$ cat src/rtl/ifg_pkg.sv
package ifg_pkg;

  typedef enum logic {
    MODE_FAST   = 1'b0,
    MODE_COMPAT = 1'b1
  } ifg_mode_e;

  // Effective gap length: a zero request falls back to the default.
  function automatic int unsigned gap_target(input int unsigned req,
                                             input int unsigned dflt);
    return (req == 0) ? dflt : req;
  endfunction

  // True when one more quiet clock completes the gap.
  function automatic logic gap_reached(input int unsigned quiet_cnt,
                                       input int unsigned target);
    return (quiet_cnt + 1) >= target;
  endfunction

  // Next state of the echo mask: armed during transmit, kept while the
  // carrier stays up without a break, always clear in compatible mode.
  function automatic logic echo_mask_next(input logic fast,
                                          input logic tx,
                                          input logic mask,
                                          input logic carrier);
    return fast & (tx | (mask & carrier));
  endfunction

endpackage

$ cat src/rtl/ifg_mode_latch.sv
module ifg_mode_latch
  import ifg_pkg::*;
(
  input  logic      clk,
  input  logic      rst_n,
  input  logic      strap,
  output ifg_mode_e mode
);

  ifg_mode_e mode_q;

  always_ff @(posedge clk) begin
    if (!rst_n) begin
      mode_q <= ifg_mode_e'(strap);
    end
  end

  assign mode = mode_q;

  // mode frozen once reset is released
  p_mode_fixed_r1: assert property (@(posedge clk) disable iff (!rst_n)
    $past(rst_n) |-> $stable(mode_q))
    else $error("mode changed outside reset");

endmodule

$ cat src/rtl/ifg_echo_filter.sv
module ifg_echo_filter
  import ifg_pkg::*;
(
  input  logic clk,
  input  logic rst_n,
  input  logic fast_mode,
  input  logic tx_en,
  input  logic crs,
  output logic echo_mask,
  output logic crs_eff
);

  logic mask_q;

  always_ff @(posedge clk) begin
    if (!rst_n) begin
      mask_q <= 1'b0;
    end else begin
      mask_q <= echo_mask_next(fast_mode, tx_en, mask_q, crs);
    end
  end

  assign echo_mask = mask_q;
  assign crs_eff   = crs & ~mask_q;

  // compatible mode never hides carrier
  p_no_mask_compat_r5: assert property (@(posedge clk) disable iff (!rst_n)
    !fast_mode |=> !mask_q)
    else $error("echo mask set in compatible mode");

  // a carrier gap after transmit ends the echo window
  p_mask_ends_r8: assert property (@(posedge clk) disable iff (!rst_n)
    (!tx_en && !crs) |=> !mask_q)
    else $error("echo mask survived a carrier gap");

  // transmit arms the mask in fast mode
  p_mask_armed_r7: assert property (@(posedge clk) disable iff (!rst_n)
    (fast_mode && tx_en) |=> mask_q)
    else $error("echo mask not armed by transmit");

endmodule

$ cat src/rtl/ifg_gap_count.sv
module ifg_gap_count
  import ifg_pkg::*;
#(
  parameter int unsigned GAP_W       = 12,
  parameter int unsigned DEFAULT_GAP = 768
) (
  input  logic             clk,
  input  logic             rst_n,
  input  logic             tx_en,
  input  logic             line_busy,
  input  logic [GAP_W-1:0] gap_len,
  output logic             gap_done
);

  localparam int unsigned CNT_W = GAP_W;

  logic [CNT_W-1:0] cnt_q;
  logic             done_q;
  int unsigned      target;
  logic             last_quiet;

  assign target     = gap_target(32'(gap_len), DEFAULT_GAP);
  assign last_quiet = gap_reached(32'(cnt_q), target);

  always_ff @(posedge clk) begin
    if (!rst_n) begin
      cnt_q  <= '0;
      done_q <= 1'b0;
    end else if (tx_en) begin
      cnt_q  <= '0;
      done_q <= 1'b0;
    end else if (!done_q) begin
      if (line_busy) begin
        cnt_q <= '0;
      end else begin
        cnt_q  <= cnt_q + 1'b1;
        done_q <= last_quiet;
      end
    end
  end

  assign gap_done = done_q;

  // transmit clears the gap flag
  p_tx_clears_r9: assert property (@(posedge clk) disable iff (!rst_n)
    tx_en |=> !done_q)
    else $error("gap flag survived transmit");

  // flag holds until transmit
  p_done_holds_r9: assert property (@(posedge clk) disable iff (!rst_n)
    (done_q && !tx_en) |=> done_q)
    else $error("gap flag dropped without transmit");

  // activity before completion blocks the flag
  p_busy_blocks_r5: assert property (@(posedge clk) disable iff (!rst_n)
    (!done_q && line_busy) |=> !done_q)
    else $error("gap completed during activity");

  // the flag rises only after a quiet edge
  p_rise_quiet_r4: assert property (@(posedge clk) disable iff (!rst_n)
    $rose(done_q) |-> ($past(!line_busy) && $past(!tx_en)))
    else $error("gap flag rose after an active edge");

endmodule

$ cat src/rtl/ifg_timer.sv
module ifg_timer
  import ifg_pkg::*;
#(
  parameter int unsigned GAP_W       = 12,
  parameter int unsigned DEFAULT_GAP = 768
) (
  input  logic             clk,
  input  logic             rst_n,
  input  logic             mode_strap,
  input  logic             tx_en,
  input  logic             crs,
  input  logic [GAP_W-1:0] gap_len,
  output logic             gap_done
);

  ifg_mode_e mode;
  logic      fast_mode;
  logic      echo_mask;
  logic      crs_eff;
  logic      line_busy;

  ifg_mode_latch u_mode (
    .clk   (clk),
    .rst_n (rst_n),
    .strap (mode_strap),
    .mode  (mode)
  );

  assign fast_mode = (mode == MODE_FAST);

  ifg_echo_filter u_echo (
    .clk       (clk),
    .rst_n     (rst_n),
    .fast_mode (fast_mode),
    .tx_en     (tx_en),
    .crs       (crs),
    .echo_mask (echo_mask),
    .crs_eff   (crs_eff)
  );

  assign line_busy = tx_en | crs_eff;

  ifg_gap_count #(
    .GAP_W       (GAP_W),
    .DEFAULT_GAP (DEFAULT_GAP)
  ) u_count (
    .clk       (clk),
    .rst_n     (rst_n),
    .tx_en     (tx_en),
    .line_busy (line_busy),
    .gap_len   (gap_len),
    .gap_done  (gap_done)
  );

  // in compatible mode raw carrier before completion blocks the flag
  p_compat_crs_r6: assert property (@(posedge clk) disable iff (!rst_n)
    (!fast_mode && crs && !gap_done) |=> !gap_done)
    else $error("carrier ignored in compatible mode");

endmodule

$ cat config.mk
export PLATFORM = sky130hd
export DESIGN_NAME = ifg_timer
export DESIGN_NICKNAME = d
export VERILOG_FILES = /design/src/rtl/ifg_pkg.sv /design/src/rtl/ifg_mode_latch.sv /design/src/rtl/ifg_echo_filter.sv /design/src/rtl/ifg_gap_count.sv /design/src/rtl/ifg_timer.sv
export SDC_FILE = /design/constraint.sdc
export NUM_CORES = 1
export LEC_CHECK = 0
export ABC_CLOCK_PERIOD_IN_PS = 3800
export BUFFER_PORTS_ARGS = -buffer_cell sky130_fd_sc_hd__buf_2
export CORE_UTILIZATION = 45
export CTS_BUF_LIST = sky130_fd_sc_hd__clkbuf_4 sky130_fd_sc_hd__clkbuf_8
export DETAILED_ROUTE_END_ITERATION = 16
export GPL_TIMING_DRIVEN = 0
export PLACE_DENSITY = 0.65
export SKIP_CTS_REPAIR_TIMING = 1
export SYNTH_ARGS = -nofsm -noshare
export SYNTH_HDL_FRONTEND = slang
export SYNTH_SLANG_ARGS = --single-unit
$ cat constraint.sdc
create_clock -name clk -period 3.8 [get_ports clk]
set_input_delay 0.38 -clock clk [delete_from_list [all_inputs] [get_ports clk]]
set_output_delay 0.38 -clock clk [all_outputs]
set_load 0.01 [all_outputs]
==> flow_summary_export.csv <==
group,metric,value,unit
min_path,hp-class,"input port to register",
sta,clock.fmax,413,MHz
pwr,swShare,0.270,
finish,nNetsFinal,205,
global_routing,grt_pass1_vias,1006,
global_routing,grt_use_total,0.219,
sta,hold_violations,0,
sta,setup_viol,0,
route,drt_first_pass_iters,4,
finish,fin_util,0.542,
synthesis,syn_area_per_cell,7.83,sq um
floorplan,die_y,53.8,microns
synthesis,yosysSeqAreaShare,0.257,
placement,dp_cells,200,
synthesis,syn_inst,154,
floorplan,io-pin-count,18,
global_routing,gr-max-usage-layer,"met2",
worst_setup_path,path_buf_inv,0,
placement,hpwl,2190,microns
pwr,p_leak,0.596,nW
floorplan,die-area,0.00289,sq mm
sta,slew_violations,0,
route,vias,1184,
clock_network,clock_path_buffers,2,
synthesis,async_flop_share,0,
sta,setup_tns,0,ns
worst_setup_path,critPathTopFamily,"simple AND/OR/NAND/NOR gates",
sta,holdWs,0.256,ns
pwr,clockPowerShare,0.342,
clock_network,htree_levels,1,
run,maxCapViolCount,0,
route,ant_nets,0,
global_routing,gr-usage-met1,0.300,
synthesis,synth_warnings,0,
route,drc,0,
clock_network,cts_tree,"built",
global_routing,use_met2,0.340,
worst_setup_path,required,3.99,ns
synthesis,synth_edf_count,1,
route,dr.first_iter.drc_count,32,
pwr,p_seq_frac,0.519,
global_routing,grt_pass1_wl,4490,microns
worst_setup_path,worstPathCellList,"ha_1, and4_1, nand3_1, xnor2_1, ha_1, and3_1, a221oi_1, a21bo_2, nand3_1",
synthesis,postSynthNetCount,184,
worst_setup_path,max_stage_delay,0.40,ns
pwr,vdd_drop_max,0.000217,V
clock_network,path_clk_slew,0.10,ns
route,viasPerCell,5.80,
sta,final.setup_skew,0.00867,ns
placement,globalplace.congestion,0.810,
clock_network,clock_sink_count,15,
outcome,status,"finished clean",
finish,fin_cells,204,
worst_setup_path,endpoint_kind,"register",
worst_setup_path,cp_slowest_cell,"dfxtp_1",
worst_setup_path,critPathKind,"register to register",
route,wirelength,2830,microns
floorplan,core-area,0.00250,sq mm
pwr,powerDensity,230,mW/mm^2
finish,syn2layout_area_growth,12.2,%
worst_setup_path,worstSetupStartpointType,"register",
placement,dpl_cell_area,0.00132,sq mm
pwr,comb_power_share,0.139,
clock_network,cts_root_buf,"clkbuf_4",
worst_setup_path,arrival,2.62,ns
global_routing,antenna_found_initial,0,
clock_network,clock_latency,0.30,ns
clock_network,cts_made_buffers,3,
finish,diodes,0,
synthesis,synthesis.area,0.00121,sq mm
synthesis,ys_types,37,
sta,period_needed,2.42,ns
sta,relSlewSlack,0.600,
placement,io_buffers,16,
global_routing,grt_max_degree,11,
synthesis,ys_ff_latch,15,
global_routing,gr-total-overflow,0,
synthesis,synthFlopType,"dfxtp_1",
floorplan,initial_core_util,0.482,
pwr,internal-power,0.000228,W
finish,final_cell_area,0.00135,sq mm
pwr,p_switching,0.0000841,W
floorplan,fp-row-count,18,
sta,rsz0062_at_grt,"false",
sta,layout_worst_path_cycle_share,0.637,
sta,worst_pin_slew,0.598,ns
finish,drive_above_1_share,0.167,
worst_setup_path,path_max_fanout,6,
floorplan,die_x,53.8,microns
global_routing,use_met3,0.0593,
route,wire_per_inst,13.9,microns
layer usage:
layer | up-vias | wire (microns)
met3 | 5 | 87
met2 | 16 | 1310
li1 | 603 | -
met1 | 560 | 1410
met4 | 0 | 27
met5 | - | 0
state kept, by name (all words and copies together), names as in the netlist:
signal and count:
u_count.cnt_q 12, u_count.gap_done 1, u_echo.echo_mask 1, u_mode.mode 1
path summary, 6_finish.rpt:
kind | start | endpoint | slack [ns] | cells after the start
hold / removal | mode_strap | u_mode.mode | 0.26 | 1
hold reg to reg | u_mode.mode | u_echo.echo_mask | 0.42 | 1
setup / recovery | u_count.cnt_q[0] | u_count.gap_done | 1.38 | 9
setup reg to reg | u_count.cnt_q[0] | u_count.gap_done | 1.38 | 9
power by group through the flow:
stage          logic [W]  clock network (W)  registers, W
2_1_floorplan  0.0000263                  0      0.000165
3_3_place_gp   0.0000413                  0      0.000165
3_5_place_dp   0.0000429                  0      0.000166
4_1_cts        0.0000431           0.000108      0.000162
5_1_grt        0.0000491           0.000114      0.000162
6_report       0.0000433           0.000107      0.000162
cells by family after synthesis:
logic type | synth area share
fa+ha+maj | 0.135
buf+inv | 0.0643
xor+xnor | 0.0726
simple gates | 0.294
compound gates | 0.177
flops | 0.257
metrics by stage:
| step | power, W | setup slack, ns |
|---|---|---|
| 2_1_floorplan | 0.000192 | 1.61 |
| 3_3_place_gp | 0.000207 | 1.39 |
| 3_5_place_dp | 0.000208 | 1.39 |
| 4_1_cts | 0.000313 | 1.37 |
| 5_1_grt | 0.000325 | 1.20 |
| 6_report | 0.000312 | 1.38 |
cells in the mapped netlist, types with 2 or more instances:
library cell,count,share of area
a21oi_1,14,0.058
a311oi_1,3,0.022
a31oi_1,2,0.010
and2_1,3,0.016
and3_1,3,0.016
and4_1,2,0.015
buf_2,2,0.0083
clkbuf_1,4,0.012
dfxtp_1,14,0.23
ha_1,13,0.13
inv_1,11,0.034
nand2_1,14,0.044
nand3_1,8,0.033
nand4_1,4,0.021
nor2_1,7,0.022
nor2b_1,2,0.010
nor3_1,3,0.012
nor4_1,3,0.016
o21ai_0,9,0.037
or3_2,3,0.019
or4_1,6,0.037
xnor2_1,7,0.051
xor2_1,3,0.022
cell usage in the layout (no fill, tap or decap), drive strengths merged, types with 4 or more instances in the layout:
cell type  synthesis  routed
o21ai              9       9
inv               11      11
ha                13      13
a21oi             14      14
buf                3      19
dfxtp             14      14
nor2               7       7
xnor2              7       7
nand3              8       8
clkbuf             4       8
nand4              4       4
or4                6       6
nand2             14      14
or3                4       4
layout make-up:
| type | instances | area, sq um |
|---|---|---|
| well taps | 30 | 37.5 |
| fillers | 249 | 1150 |
| plain buffers | 7 | 36.3 |
| inverters | 11 | 41.3 |
| clock buffers | 4 | 30.0 |
| repair buffers | 16 | 80.1 |
| flip-flops and latches | 15 | 310 |
| multi-input cells | 121 | 818 |
worst reg2reg max path, delay by kind of cell (launching register included):
kind / cells / cell delay, ns
XOR/XNOR: 1 / 0.16
AND/OR/NAND/NOR: 4 / 0.69
flip-flops: 1 / 0.40
AO/OA/AOI/OAI: 2 / 0.45
adder cells (fa/ha/maj): 2 / 0.61
No activity file was read; power rests on OpenSTA's default activity.
